--- src/rtl/ts_delta_enc.sv ---
module ts_delta_enc #(
  parameter int TS_W  = 32,
  parameter int SML_W = 8,
  parameter int MID_W = 16
) (
  input  logic            clk,
  input  logic            rst,
  input  logic            smp_valid,
  input  logic [TS_W-1:0] smp_time,
  output logic            enc_valid,
  output logic [1:0]      enc_size,
  output logic [TS_W-1:0] enc_value
);

  localparam logic [1:0] SZ_BYTE = 2'b00;
  localparam logic [1:0] SZ_HALF = 2'b01;
  localparam logic [1:0] SZ_FULL = 2'b10;

  logic            seen_q;
  logic [TS_W-1:0] last_q;
  logic [TS_W-1:0] diff;
  logic [1:0]      size_d;

  assign diff = smp_time - last_q;

  always_comb begin
    if (!seen_q)                         size_d = SZ_FULL;
    else if (diff[TS_W-1:SML_W] == '0)   size_d = SZ_BYTE;
    else if (diff[TS_W-1:MID_W] == '0)   size_d = SZ_HALF;
    else                                 size_d = SZ_FULL;
  end

  always_ff @(posedge clk) begin
    if (rst) begin
      seen_q    <= 1'b0;
      last_q    <= '0;
      enc_valid <= 1'b0;
      enc_size  <= '0;
      enc_value <= '0;
    end else if (smp_valid) begin
      seen_q    <= 1'b1;
      last_q    <= smp_time;
      enc_valid <= 1'b1;
      enc_size  <= size_d;
      enc_value <= seen_q ? diff : smp_time;
    end else begin
      enc_valid <= 1'b0;
      enc_size  <= '0;
      enc_value <= '0;
    end
  end

  p_latency_r5: assert property (@(posedge clk) disable iff (rst)
    smp_valid |=> enc_valid);
  p_no_spurious_r5: assert property (@(posedge clk) disable iff (rst)
    !smp_valid |=> !enc_valid);
  p_quiet_zero_r9: assert property (@(posedge clk) disable iff (rst)
    !enc_valid |-> (enc_size == 2'b00 && enc_value == '0));
  p_code_legal_r3: assert property (@(posedge clk) disable iff (rst)
    enc_size != 2'b11);
  p_byte_fits_r3: assert property (@(posedge clk) disable iff (rst)
    (enc_valid && enc_size == SZ_BYTE) |-> enc_value[TS_W-1:SML_W] == '0);
  p_half_fits_r4: assert property (@(posedge clk) disable iff (rst)
    (enc_valid && enc_size == SZ_HALF) |-> enc_value[TS_W-1:MID_W] == '0);
  p_gap_hold_r6: assert property (@(posedge clk) disable iff (rst)
    (!smp_valid && seen_q) |=> ($stable(last_q) && seen_q));
  p_store_r10: assert property (@(posedge clk) disable iff (rst)
    smp_valid |=> (seen_q && last_q == $past(smp_time)));

endmodule

--- config.mk ---
export PLATFORM = sky130hd
export DESIGN_NAME = ts_delta_enc
export DESIGN_NICKNAME = d
export VERILOG_FILES = /design/src/rtl/ts_delta_enc.sv
export SDC_FILE = /design/constraint.sdc
export NUM_CORES = 1
export LEC_CHECK = 0
export BUFFER_PORTS_ARGS = -buffer_cell sky130_fd_sc_hd__buf_2
export CORE_MARGIN = 5
export CORE_UTILIZATION = 55
export CTS_CLUSTER_SIZE = 14
export DETAILED_ROUTE_END_ITERATION = 7
export GPL_TIMING_DRIVEN = 0
export PLACE_DENSITY = 0.86
export SYNTH_ARGS = -nofsm -noshare
export SYNTH_HDL_FRONTEND = slang
export SYNTH_SLANG_ARGS = --single-unit
export TNS_END_PERCENT = 20
--- constraint.sdc ---
create_clock -name clk -period 4.1 [get_ports clk]
set_clock_uncertainty 0.1 [all_clocks]
set_input_delay 0.41 -clock clk [delete_from_list [all_inputs] [get_ports clk]]
set_output_delay 0.41 -clock clk [all_outputs]
set_load 0.1 [all_outputs]
### After elaboration in Yosys (flattened, before gate mapping)

Cells that the tools add are included.

| word-level totals | value |
|---|---|
| register bits | 68 |
| bits of input ports | 35 |
| output and inout bits | 35 |
| word-level logic and storage cells | 18 |

| cells by class | value |
|---|---|
| add/sub/neg operators | 1 |
| multiplexer cells | 5 |
| bitwise operators | 2 |
| reductions and logical operators | 4 |

Operators by type and width:

| kind | number |
|---|---|
| 2-to-1 mux 32 bit | 1 |
| subtractor 32 bit | 1 |
| logical NOT 24 bit | 1 |
| logical NOT 16 bit | 1 |
| 2-to-1 mux 2 bit | 3 |
| OR reduction 4 bit | 1 |
| NOT 1 bit | 2 |
| OR reduction 2 bit | 1 |
| 2-to-1 mux 1 bit | 1 |

### Longest topological paths before layout

Gate-level depths: netlist of run 1.

| logic depth | value |
|---|---|
| depth in word-level cells | 5 |
| depth in mapped cells | 12 |
| gate-level depth less buffers | 12 |

### Least setup slack after synthesis of run 1

OpenSTA, ideal clock, no wires.

| timing | value |
|---|---|
| kind | input -> register |
| start | input smp_time[0] |
| end | register enc_size[0] |
| library setup time | 0.059 ns |
| arrival | 2.851 ns |
| data required time | 3.941 ns |
| setup slack | 1.090 ns |
| stages on the path | 12 |
| path buffers | 0 |
| path through | inv_1 -> ha_1 -> fa_1 -> nand2b_1 -> a21o_4 -> a2111o_1 -> nand3_2 -> a311oi_2 -> xnor2_1 -> a2111oi_2 -> and4_1 -> o311a_1 |

| on the way | value |
|---|---|
| word-level cells in the longest chain between the ends | 3 |
| elaborated cells between the ends (all ways) | 5 |
| classes of those cells | add/sub (1); mux (1); reduce/logical (3) |

Ends and longest elaborated chain:

| element | RTL line | source |
|---|---|---|
| start: declaration | 9 | `input logic [TS_W-1:0] smp_time,` |
| subtractor 32 bit * | 24 | `assign diff = smp_time - last_q;` |
| logical NOT 24 bit / logical NOT 16 bit (equally long branches) | 28, 29 |  |
| OR reduction 4 bit (no source line) / 2-to-1 mux 2 bit (equally long branches) | -- |  |
| end signal: assignment | 44 | `enc_size <= size_d;` |
| end: declaration | 11 | `output logic [1:0] enc_size,` |

Mark *: on every way between the ends. The rest lies on a longest branch, timed or not.
A chain may end at the register's enable or synchronous reset.

### Worst setup path after layout of run 1

| timing | value |
|---|---|
| start | register last_q[0] |
| end | register enc_size[0] |

| on the way | value |
|---|---|
| word-level cells in the longest chain between the ends | 3 |
| elaborated cells between the ends (all ways) | 5 |
| classes of those cells | add/sub (1); mux (1); reduce/logical (3) |

Ends and longest elaborated chain:

| element | RTL line | source |
|---|---|---|
| start: declaration | 20 | `logic [TS_W-1:0] last_q;` |
| start signal: assignment | 42 | `last_q <= smp_time;` |
| subtractor 32 bit * | 24 |  |
| logical NOT 24 bit / logical NOT 16 bit (equally long branches) | 28, 29 |  |
| OR reduction 4 bit (no source line) / 2-to-1 mux 2 bit (equally long branches) | -- |  |

Marked as above.

==> results.txt, run 1 <==
----------------------------------------------------
[Yosys]
  Number of enable-type register cells in the synthesized netlist ... 0
  Total of flip-flops plus latches after synthesis ... 68
  Total nets after synthesis ... 619
  Post-synth ARST share ... 0
  Average cell area after synthesis ... 8.29 µm²
  Primary flip-flop cell chosen by synthesis mapping ... sky130_fd_sc_hd__dfxtp_1
  Cell count after synthesis ... 552
  Number of distinct library cell variants in the gate-level netlist after synthesis ... 69
  Mapped cell area ... 4580 µm²
  Number of warnings issued by yosys ... 0
  Part of the Yosys area used for sequential elements ... 0.297

[Place]
  Final RePlAce weighted congestion ... 0.940
  Estimated wirelength of the detail-placed design ... 9330 µm
  Number of I/O port buffers ... 67
  Setup slack after placement ... 619 ps
  Post-detailed-placement cell area ... 5040 µm²

[Global route]
  First-pass GRT wire length ... 19,700 µm
  Number of global-route vias before repair ... 4,214
  Global router's overall resource usage ... 0.240
  Largest net degree at the start of global routing ... 12
  Gr ovfl total ... 0
  Antenna violations before repair ... 0

[Clocking]
  Number of sinks on the clock net ... 68
  Clock transition time at the flip-flop clock pins of the worst setup and hold paths ... 80 ps
  Clk Latency, worst-skew pair ... 350 ps
  CTS tree ... done
  Post-cts gate resize count ... 0
  Maximum clock path buffer count ... 2
  Number of buffers added for setup after CTS ... 0
  Count of hold-fix buffers inserted at cts ... 0
  Clock H-tree levels ... 3
  Buffer type at the clock tree root ... sky130_fd_sc_hd__clkbuf_8
  Total CTS buffers ... 9

[Routing]
  DRC violation count after routing ... 0
  Vias after detailed routing ... 4,265
  Initial DRC count ... 232
  DR pass1 iterations ... 5
  Post-detailed-routing wire length ... 12,000 µm
  ANT nets after route ... 0
  Routed length per instance ... 16.2 µm
  Vias/cell ... 5.76

[Timing]
  Max Clock Freq ... 305 MHz
  Relative slew slack ... 0.424
  Hold violation total from the final report ... 0
  Max-slew violation total from the final report ... 0
  RSZ-0062 raised after global routing ... false
  Worst Setup Slack, final ... 821 ps
  Final setup violation count ... 0
  Post-route fraction of the period consumed by the critical path ... 0.800
  Time the final worst path needs with I/O delays and setup ... 3280 ps
  Setup Total Neg Slack ... 0 ps
  Actual slew at the worst max-slew pin ... 864 ps

[Layout]
  Fraction of the core area covered by cells at the end of the flow ... 0.643
  Commonest non-fill, non-tap cell in the layout ... sky130_fd_sc_hd__nor2_1
  Net count of the finished layout ... 697
  Ratio of cells with drive above 1 in the final layout ... 0.186
  Most used cells in the layout excluding fill and tap cells ... sky130_fd_sc_hd__nor2_1, sky130_fd_sc_hd__dfxtp_1, sky130_fd_sc_hd__buf_2
  Area of all placed cells without fillers ... 5260 µm²
  Fillcell total ... 698
  Syn-to-layout area delta ... 14.8%
  Inserted Diodes ... 0

[Critical path]
  Delay contributed by the slowest stage of the critical path ... 430 ps
  Arrival time worst endpoint ... 3470 ps
  Worst Setup SP ... last_q[0]
  R2r worst-path depth ... 11
  Delay-heaviest family, CP ... compound AO/OA/AOI/OAI gates
  Timing endpoint of the critical path ... enc_size[0]
  Critical Path Fanout Max ... 4
  Critical Path RT ... 4290 ps
  Setup crit end kind ... flip-flop
  Crit start category ... flip-flop
  Startpoint of the lowest-slack register-to-register path ... last_q[0]
  Number of cells on the critical path ... 11
  Critical Path Slowest Stage Cell ... sky130_fd_sc_hd__a2111o_1
  Setup slack on the worst flop-to-flop path ... 820 ps
  Reg2Reg Capture Point ... enc_size[0]
  Cell-by-cell listing of the critical path ... ha_1, fa_1, nand2b_1, a21o_4, a2111o_1, nand3_2, a311oi_2, xnor2_1, a2111oi_2, and4_1, o311a_1
  Worst Path Class, Setup ... flip-flop to flip-flop
  Worst Path Buf+Inv ... 0

[Pwr]
  Power per Cell Area ... 388 nW/µm²
  Static power due to leakage ... 2.32 nW
  IR Drop Worst-Case VDD ... 0.000262 V

[Floorplan]
  Core ar. ... 8180 µm²
  Top-level port count ... 70
  Width of the die ... 101 µm
  Initial core utilization ... 0.560
  Total Die Area ... 10,200 µm²
  Row Count ... 33
  Die extent in y ... 101 µm

[Worst hold path]
  Cell depth of the worst min-delay path ... 3
  Worst min-delay path category ... primary input to flip-flop

[Flow run]
  Count of max-cap constraint violations ... 0

[Status]
  Result of the run ... finished, final reports clean

----------------------------------------------------
## worst min path at each step
| stage | startpoint | end |
|---|---|---|
| final | smp_time[6] | enc_value[6] |
| after detailed placement | last_q[11] | last_q[11] |
| after global placement | last_q[16] | last_q[16] |
| after CTS | smp_time[5] | enc_value[5] |
| after global routing | smp_time[5] | enc_value[5] |
| after floorplan | last_q[10] | last_q[10] |
## state kept, by name, summed over array words and instances, names as in the netlist
signal,count
seen_q,1
enc_size,2
last_q,32
enc_valid,1
enc_value,32
## worst min-delay path: stages
cell and delay (ps):
sky130_fd_sc_hd__buf_2 100, sky130_fd_sc_hd__mux2i_1 60, sky130_fd_sc_hd__nor2_1 80
## metrics by stage
| stage | instances | hold WS [ps] | power, mW |
|---|---|---|---|
| 2_1_floorplan | 552 | 360 | 1.30 |
| 3_3_place_gp | 724 | 375 | 1.43 |
| 3_5_place_dp | 724 | 383 | 1.45 |
| 4_1_cts | 740 | 221 | 2.03 |
| 5_1_grt | 740 | 234 | 2.14 |
| 6_report | 740 | 226 | 2.04 |
## synth_stat cells, drive strengths merged, types with 7 or more instances
cell type | n | area [µm²]
nor2 | 89 | 334
dfxtp | 68 | 1360
mux2i | 57 | 571
a21oi | 37 | 223
inv | 35 | 131
nand2 | 35 | 131
ha | 31 | 388
o21ai | 29 | 153
clkbuf | 15 | 66.3
nand3 | 12 | 65.1
a211oi | 10 | 85.1
xnor2 | 10 | 87.6
a21o | 9 | 77.6
nand2b | 9 | 56.3
nor3 | 9 | 50.1
xor2 | 9 | 78.8
o21a | 8 | 60.1
nand4 | 7 | 43.8
## cell type report
type,count,area (µm²),share of cell area
clock inverter,3,43.8,0.00833
buffer,21,115,0.0219
clock buffer,13,169,0.0321
multi-input combinational,428,2970,0.565
timing repair buffer,67,335,0.0638
sequential,68,1360,0.259
inverter,35,131,0.0250
tap,105,131,0.0250
## logic make-up (layout without fill, tap and decap cells)
group,count (synthesis),after routing,share of synthesized area
AND/OR/NAND/NOR,193,193,0.200
adder cells (fa/ha/maj),32,32,0.0891
buffers and inverters,56,139,0.0538
flip-flops,68,68,0.297
multiplexers,57,57,0.125
AO/OA/AOI/OAI,127,127,0.199
XOR/XNOR,19,19,0.0363
## report_power, final
part	internal [mW]	switching, mW	leakage (nW)
Clock	0.331	0.260	0.110
Combinational	0.236	0.495	1.65
Sequential	0.700	0.0147	0.560
## layer usage
metal,global-route usage,vias up,share of wire
li1,-,2115,-
met1,0.308,1978,0.45
met2,0.408,144,0.48
met3,0.0379,28,0.048
met4,0.0869,0,0.026
met5,0,-,0
(Power assumes the default switching activity.)
==> inputs of run 2 (changes only) <==
--- a/config.mk
+++ b/config.mk
@@ -7,11 +7,11 @@
 export LEC_CHECK = 0
 export BUFFER_PORTS_ARGS = -buffer_cell sky130_fd_sc_hd__buf_2
 export CORE_MARGIN = 5
-export CORE_UTILIZATION = 55
+export CORE_UTILIZATION = 52
 export CTS_CLUSTER_SIZE = 14
 export DETAILED_ROUTE_END_ITERATION = 7
 export GPL_TIMING_DRIVEN = 0
-export PLACE_DENSITY = 0.86
+export PLACE_DENSITY = 0.85
 export SYNTH_ARGS = -nofsm -noshare
 export SYNTH_HDL_FRONTEND = slang
 export SYNTH_SLANG_ARGS = --single-unit
==> constraint.sdc (replaced) <==
create_clock -name clk -period 3 [get_ports clk]
set_clock_uncertainty 0.1 [all_clocks]
set_input_delay 0.3 -clock clk [delete_from_list [all_inputs] [get_ports clk]]
set_output_delay 0.3 -clock clk [all_outputs]
set_load 0.1 [all_outputs]
==> run 2 against run 1 <==
The run now ends with negative setup slack left. Die area rose by 5.2%. Global-route usage fell by 1.0 points. Combinational power rose by 44%. Core utilization fell by 1.8 points. Count of clock-buffer cells in the layout fell by 1. Flip-flop and latch count did not move. Register-to-register slack got worse by 980 ps. Critical endpoint unchanged.
==> results.txt, run 2 (synthesis results as in run 1) <==
----------------------------------------------------
[Status]
  Result of the run ... finished, violations left
  Failing checks ... negative setup slack

[Layout]
  Combined flip-flop and latch cell area ... 1360 µm²
  Syn-to-layout area delta ... 17.9%
  Largest registers ... enc_value x32, last_q x32, enc_size x2
  Most used cells in the layout excluding fill and tap cells ... sky130_fd_sc_hd__nor2_1, sky130_fd_sc_hd__dfxtp_1, sky130_fd_sc_hd__buf_2
  Area used by multi-input combinational logic ... 3090 µm²
  Inserted Diodes ... 0
  Fillcell total ... 769
  Commonest non-fill, non-tap cell in the layout ... sky130_fd_sc_hd__nor2_1
  Net count of the finished layout ... 701
  Ratio of cells with drive above 1 in the final layout ... 0.221
  Filler-free cell count of the finished design ... 747

[Pwr]
  Fraction of power consumed by combinational cells ... 0.373
  Part of the total power dissipated in the clock network ... 0.281
  Power per Cell Area ... 523 nW/µm²
  Flop pwr share ... 0.346
  Internal power ... 1.73 mW
  Switching share of power ... 0.388
  Power spent charging and discharging nets ... 1.10 mW
  IR Drop Worst-Case VDD ... 0.000303 V
  Static power due to leakage ... 2.35 nW

[Timing]
  Relative slew slack ... 0.449
  Max-slew violation total from the final report ... 0
  Hold violation total from the final report ... 0
  RSZ-0062 raised after global routing ... true
  Final worst hold slack ... 116 ps
  Post-route fraction of the period consumed by the critical path ... 1.05
  Actual slew at the worst max-slew pin ... 826 ps
  Max Clock Freq ... 317 MHz
  Worst Setup Slack, final ... -156 ps
  Time the final worst path needs with I/O delays and setup ... 3160 ps
  Final setup violation count ... 2

[Critical path]
  Critical Path RT ... 3190 ps
  Worst Path Class, Setup ... flip-flop to flip-flop
  Delay contributed by the slowest stage of the critical path ... 460 ps
  Cell-by-cell listing of the critical path ... ha_2, fa_2, nand2b_4, a21o_4, a2111o_1, buf_4, nand3_1, a22oi_2, nor3_2, and4_1, and4_4, o311a_1
  Critical Path Slowest Stage Cell ... sky130_fd_sc_hd__a2111o_1
  Setup crit end kind ... flip-flop
  Startpoint of the lowest-slack register-to-register path ... last_q[0]
  Critical Path Fanout Max ... 4
  Crit start category ... flip-flop
  Worst Setup SP ... last_q[0]
  Arrival time worst endpoint ... 3350 ps

[Clocking]
  Clock H-tree levels ... 3
  Clk Latency, worst-skew pair ... 350 ps
  Buffer type at the clock tree root ... sky130_fd_sc_hd__clkbuf_8
  Number of sinks on the clock net ... 68
  CTS tree ... done
  Total CTS buffers ... 9
  Count of hold-fix buffers inserted at cts ... 0
  Maximum clock path buffer count ... 2
  Clock transition time at the flip-flop clock pins of the worst setup and hold paths ... 80 ps

[Worst hold path]
  Hold Path Origin ... smp_time[19]
  Worst min-delay path category ... primary input to flip-flop

[Floorplan]
  Top-level port count ... 70
  Total Die Area ... 10,800 µm²
  Initial core utilization ... 0.530
  Core ar. ... 8640 µm²
  Width of the die ... 104 µm
  Row Count ... 34
  Die extent in y ... 104 µm

[Global route]
  Gr ovfl total ... 0
  Global router's overall resource usage ... 0.230
  Antenna violations before repair ... 0
  Largest net degree at the start of global routing ... 12
  First-pass GRT wire length ... 20,700 µm
  Number of global-route vias before repair ... 4,329

[Routing]
  ANT nets after route ... 0
  Vias/cell ... 5.80
  Initial DRC count ... 172
  Vias after detailed routing ... 4,331
  Routed length per instance ... 16.9 µm
  DRC violation count after routing ... 0
  DR pass1 iterations ... 5
  Post-detailed-routing wire length ... 12,700 µm

[Place]
  Setup slack after placement ... -405 ps
  Estimated wirelength of the detail-placed design ... 9610 µm
  Final RePlAce weighted congestion ... 0.920
  Placed cell count ... 727
  Number of I/O port buffers ... 67

[Flow run]
  Count of max-cap constraint violations ... 0

----------------------------------------------------
[run 2: cell count changes in the layout (fill, tap and decap cells not counted), sizes merged]
| cell | before | now |
|---|---|---|
| clkinvlp | 0 | 1 |
| buf | 73 | 77 |
| clkbuf | 28 | 27 |
[run 2: through the flow]
step	area, µm²	setup TNS, ps	power (mW)	util
global route	5400	-368	2.97	0.625
finish	5400	-253	2.83	0.625
CTS	5310	-46.8	2.79	0.615
detailed placement	5050	-757	1.98	0.585
global placement	5050	-748	1.96	0.585
floorplan	4580	0	1.77	-
[run 2: final cells by class]
type	count	share of cell area
well taps	108	0.0250
clock inverters	4	0.00881
flip-flops and latches	68	0.252
plain buffers	21	0.0213
multi-input cells	428	0.572
inverters	35	0.0243
repair buffers	71	0.0677
clock buffers	12	0.0287
[run 2: final timing paths]
check                           slack (ps)  cells after the start       endpoint
worst max-delay path                  -160                     12    enc_size[0]
worst min-delay path                   120                      3  enc_value[19]
worst max register to register        -160                     12    enc_size[0]
worst min register to register         390                      2     last_q[16]
[run 2: critical path, delay by kind of cell (launching register included)]
kind,cells,cell delay (ps)
DFF,1,330
buffers and inverters,1,160
AOI/OAI and AO/OA,4,960
and+or+nand+nor,5,970
adders and majority gates,2,570
[run 2: routing by layer]
layer	GRT usage	wire [µm]
met1	0.283	5490
met2	0.401	6240
met3	0.0386	706
met4	0.0842	223
met5	0	0
[run 2: what timing repair did]
item / 4_1_cts / 5_1_grt
hold endpoints to repair: 0 / 0
setup endpoints to repair: 2 / 3
gates resized for setup: 11 / 15
pin swaps: 5 / 8
setup buffers: 2 / 2
cloned: 0 / 0
[run 2: power by group through the flow]
stage,Combinational (mW),Clock [mW],Sequential [mW]
detailed placement,0.987,0,0.997
finish,1.05,0.795,0.977
floorplan,0.573,0,1.20
global route,1.13,0.855,0.984
CTS,1.01,0.803,0.977
global placement,0.967,0,0.994
==> inputs of run 3 (changes only) <==
--- a/config.mk
+++ b/config.mk
@@ -7,11 +7,12 @@
 export LEC_CHECK = 0
 export BUFFER_PORTS_ARGS = -buffer_cell sky130_fd_sc_hd__buf_2
 export CORE_MARGIN = 5
-export CORE_UTILIZATION = 52
+export CORE_UTILIZATION = 35
 export CTS_CLUSTER_SIZE = 14
 export DETAILED_ROUTE_END_ITERATION = 7
 export GPL_TIMING_DRIVEN = 0
-export PLACE_DENSITY = 0.85
+export PLACE_DENSITY = 0.62
+export SLEW_MARGIN = 20
 export SYNTH_ARGS = -nofsm -noshare
 export SYNTH_HDL_FRONTEND = slang
 export SYNTH_SLANG_ARGS = --single-unit
==> constraint.sdc (replaced) <==
create_clock -name clk -period 3.83 [get_ports clk]
set_clock_uncertainty 0.1 [all_clocks]
set_input_delay 0.383 -clock clk [delete_from_list [all_inputs] [get_ports clk]]
set_output_delay 0.383 -clock clk [all_outputs]
set_load 0.1 [all_outputs]
==> run 3 against run 2 <==
Non-clock buffer count fell by 4. Global-route usage fell by 6.7 points. Largest power group is now clock. The run now ends clean. Sequential power fell by 22%. Core utilization fell by 20 points. Cell count rose by 8.0%.
==> results.txt, run 3 (synthesis results as in run 1) <==
----------------------------------------------------
[Status]
  Result of the run ... finished, final reports clean

[Pwr]
  Static power due to leakage ... 2.35 nW
  Power per Cell Area ... 435 nW/µm²
  IR Drop Worst-Case VDD ... 0.000176 V

[Place]
  Number of I/O port buffers ... 67
  Final RePlAce weighted congestion ... 0.920
  Post-detailed-placement cell area ... 5130 µm²
  Estimated wirelength of the detail-placed design ... 9850 µm

[Worst hold path]
  Hold Path Origin ... smp_time[2]
  Worst min-delay path category ... primary input to flip-flop
  Hold-critical path endpoint ... enc_value[2]
  Cell depth of the worst min-delay path ... 3

[Critical path]
  R2r worst-path depth ... 11
  Critical Path RT ... 4000 ps
  Reg2Reg Capture Point ... enc_size[0]
  Crit start category ... flip-flop
  Arrival time worst endpoint ... 3520 ps
  Startpoint of the lowest-slack register-to-register path ... last_q[0]
  Setup slack on the worst flop-to-flop path ... 480 ps
  Worst Path Class, Setup ... flip-flop to flip-flop
  Setup crit end kind ... flip-flop
  Critical Path Fanout Max ... 4

[Clocking]
  Post-cts gate resize count ... 0
  CTS tree ... done
  Number of sinks on the clock net ... 68
  Number of buffers added for setup after CTS ... 0
  Maximum clock path buffer count ... 2
  Count of hold-fix buffers inserted at cts ... 0
  Total CTS buffers ... 9
  Clock H-tree levels ... 3
  Clk Latency, worst-skew pair ... 340 ps
  Buffer type at the clock tree root ... sky130_fd_sc_hd__clkbuf_16
  Clock transition time at the flip-flop clock pins of the worst setup and hold paths ... 60 ps

[Global route]
  Global router's overall resource usage ... 0.163
  Gr ovfl total ... 0
  Largest net degree at the start of global routing ... 12
  Antenna violations before repair ... 0
  Number of global-route vias before repair ... 4,143
  First-pass GRT wire length ... 20,700 µm

[Layout]
  Largest registers ... enc_value x32, last_q x32, enc_size x2
  Inserted Diodes ... 0
  Commonest non-fill, non-tap cell in the layout ... sky130_fd_sc_hd__nor2_1
  Most used cells in the layout excluding fill and tap cells ... sky130_fd_sc_hd__nor2_1, sky130_fd_sc_hd__dfxtp_1, sky130_fd_sc_hd__buf_2
  Net count of the finished layout ... 697
  Syn-to-layout area delta ... 18.5%
  Area of all placed cells without fillers ... 5420 µm²
  Ratio of cells with drive above 1 in the final layout ... 0.184

[Timing]
  Time the final worst path needs with I/O delays and setup ... 3350 ps
  Post-route fraction of the period consumed by the critical path ... 0.875
  Hold violation total from the final report ... 0
  Relative slew slack ... 0.409
  Actual slew at the worst max-slew pin ... 887 ps
  Max Clock Freq ... 299 MHz
  Setup Total Neg Slack ... 0 ps
  Max-slew violation total from the final report ... 0
  RSZ-0062 raised after global routing ... false
  Final setup violation count ... 0

[Routing]
  DR pass1 iterations ... 4
  Vias after detailed routing ... 4,125
  Initial DRC count ... 204
  ANT nets after route ... 0
  Vias/cell ... 5.11
  Routed length per instance ... 15.4 µm
  DRC violation count after routing ... 0
  Post-detailed-routing wire length ... 12,400 µm

[Flow run]
  Count of max-cap constraint violations ... 0

[Floorplan]
  Core ar. ... 12,700 µm²
  Width of the die ... 124 µm
  Die extent in y ... 124 µm
  Row Count ... 41
  Total Die Area ... 15,500 µm²
  Top-level port count ... 70
  Initial core utilization ... 0.360

----------------------------------------------------
-- run 3: cell count changes in the layout (fill, tap and decap cells not counted), sizes merged --
| cell | change |
|---|---|
| clkinvlp | -1 |
| clkinv | +1 |
| buf | -4 |
-- run 3: layer usage --
layer,vias to the layer above,part of all wire,GRT usage
li1,2112,-,-
met1,1917,0.47,0.208
met2,82,0.47,0.268
met3,14,0.040,0.0412
met4,0,0.018,0.0554
met5,-,0,0
-- run 3: worst max-delay path by stage --
stage	startpoint	to	slack, ps	cells past startpoint
global placement	smp_time[0]	enc_size[0]	250	13
finish	last_q[0]	enc_size[0]	480	11
global route	last_q[0]	enc_size[0]	330	11
CTS	last_q[0]	enc_size[0]	500	11
detailed placement	smp_time[0]	enc_size[0]	270	13
floorplan	smp_time[0]	enc_size[0]	850	12
-- run 3: final cells by class --
cell class	instances	area, µm²
fillers	1361	7300
multi-input cells	428	2970
flip-flops and latches	68	1360
repair buffers	67	335
clock buffers	12	246
well taps	172	215
inverters	35	131
plain buffers	21	115
clock inverters	4	48.8
-- run 3: worst max-delay path: stages (launching register included) --
cell and delay, ps:
sky130_fd_sc_hd__dfxtp_1 310, sky130_fd_sc_hd__ha_1 200, sky130_fd_sc_hd__fa_1 400, sky130_fd_sc_hd__nand2b_1 200, sky130_fd_sc_hd__a21o_4 240, sky130_fd_sc_hd__a2111o_1 430
sky130_fd_sc_hd__nand3_2 150, sky130_fd_sc_hd__a311oi_2 110, sky130_fd_sc_hd__xnor2_1 180, sky130_fd_sc_hd__a2111oi_2 370, sky130_fd_sc_hd__and4_1 370, sky130_fd_sc_hd__o311a_1 220
-- run 3: metrics by stage --
stage / worst slack (ps) / total power [mW] / hold WS (ps) / instances / util
after floorplan: 847 / 1.39 / 360 / 552 / -
after global routing: 331 / 2.49 / 225 / 807 / 0.426
after CTS: 496 / 2.39 / 210 / 807 / 0.426
after detailed placement: 270 / 1.56 / 381 / 791 / 0.403
after global placement: 252 / 1.55 / 374 / 791 / 0.403
final: 480 / 2.36 / 219 / 807 / 0.426
-- run 3: report_power, final --
group	internal, mW	switching [mW]	leakage, nW
combinational	0.253	0.528	1.65
clock	0.520	0.295	0.147
sequential	0.751	0.0150	0.560
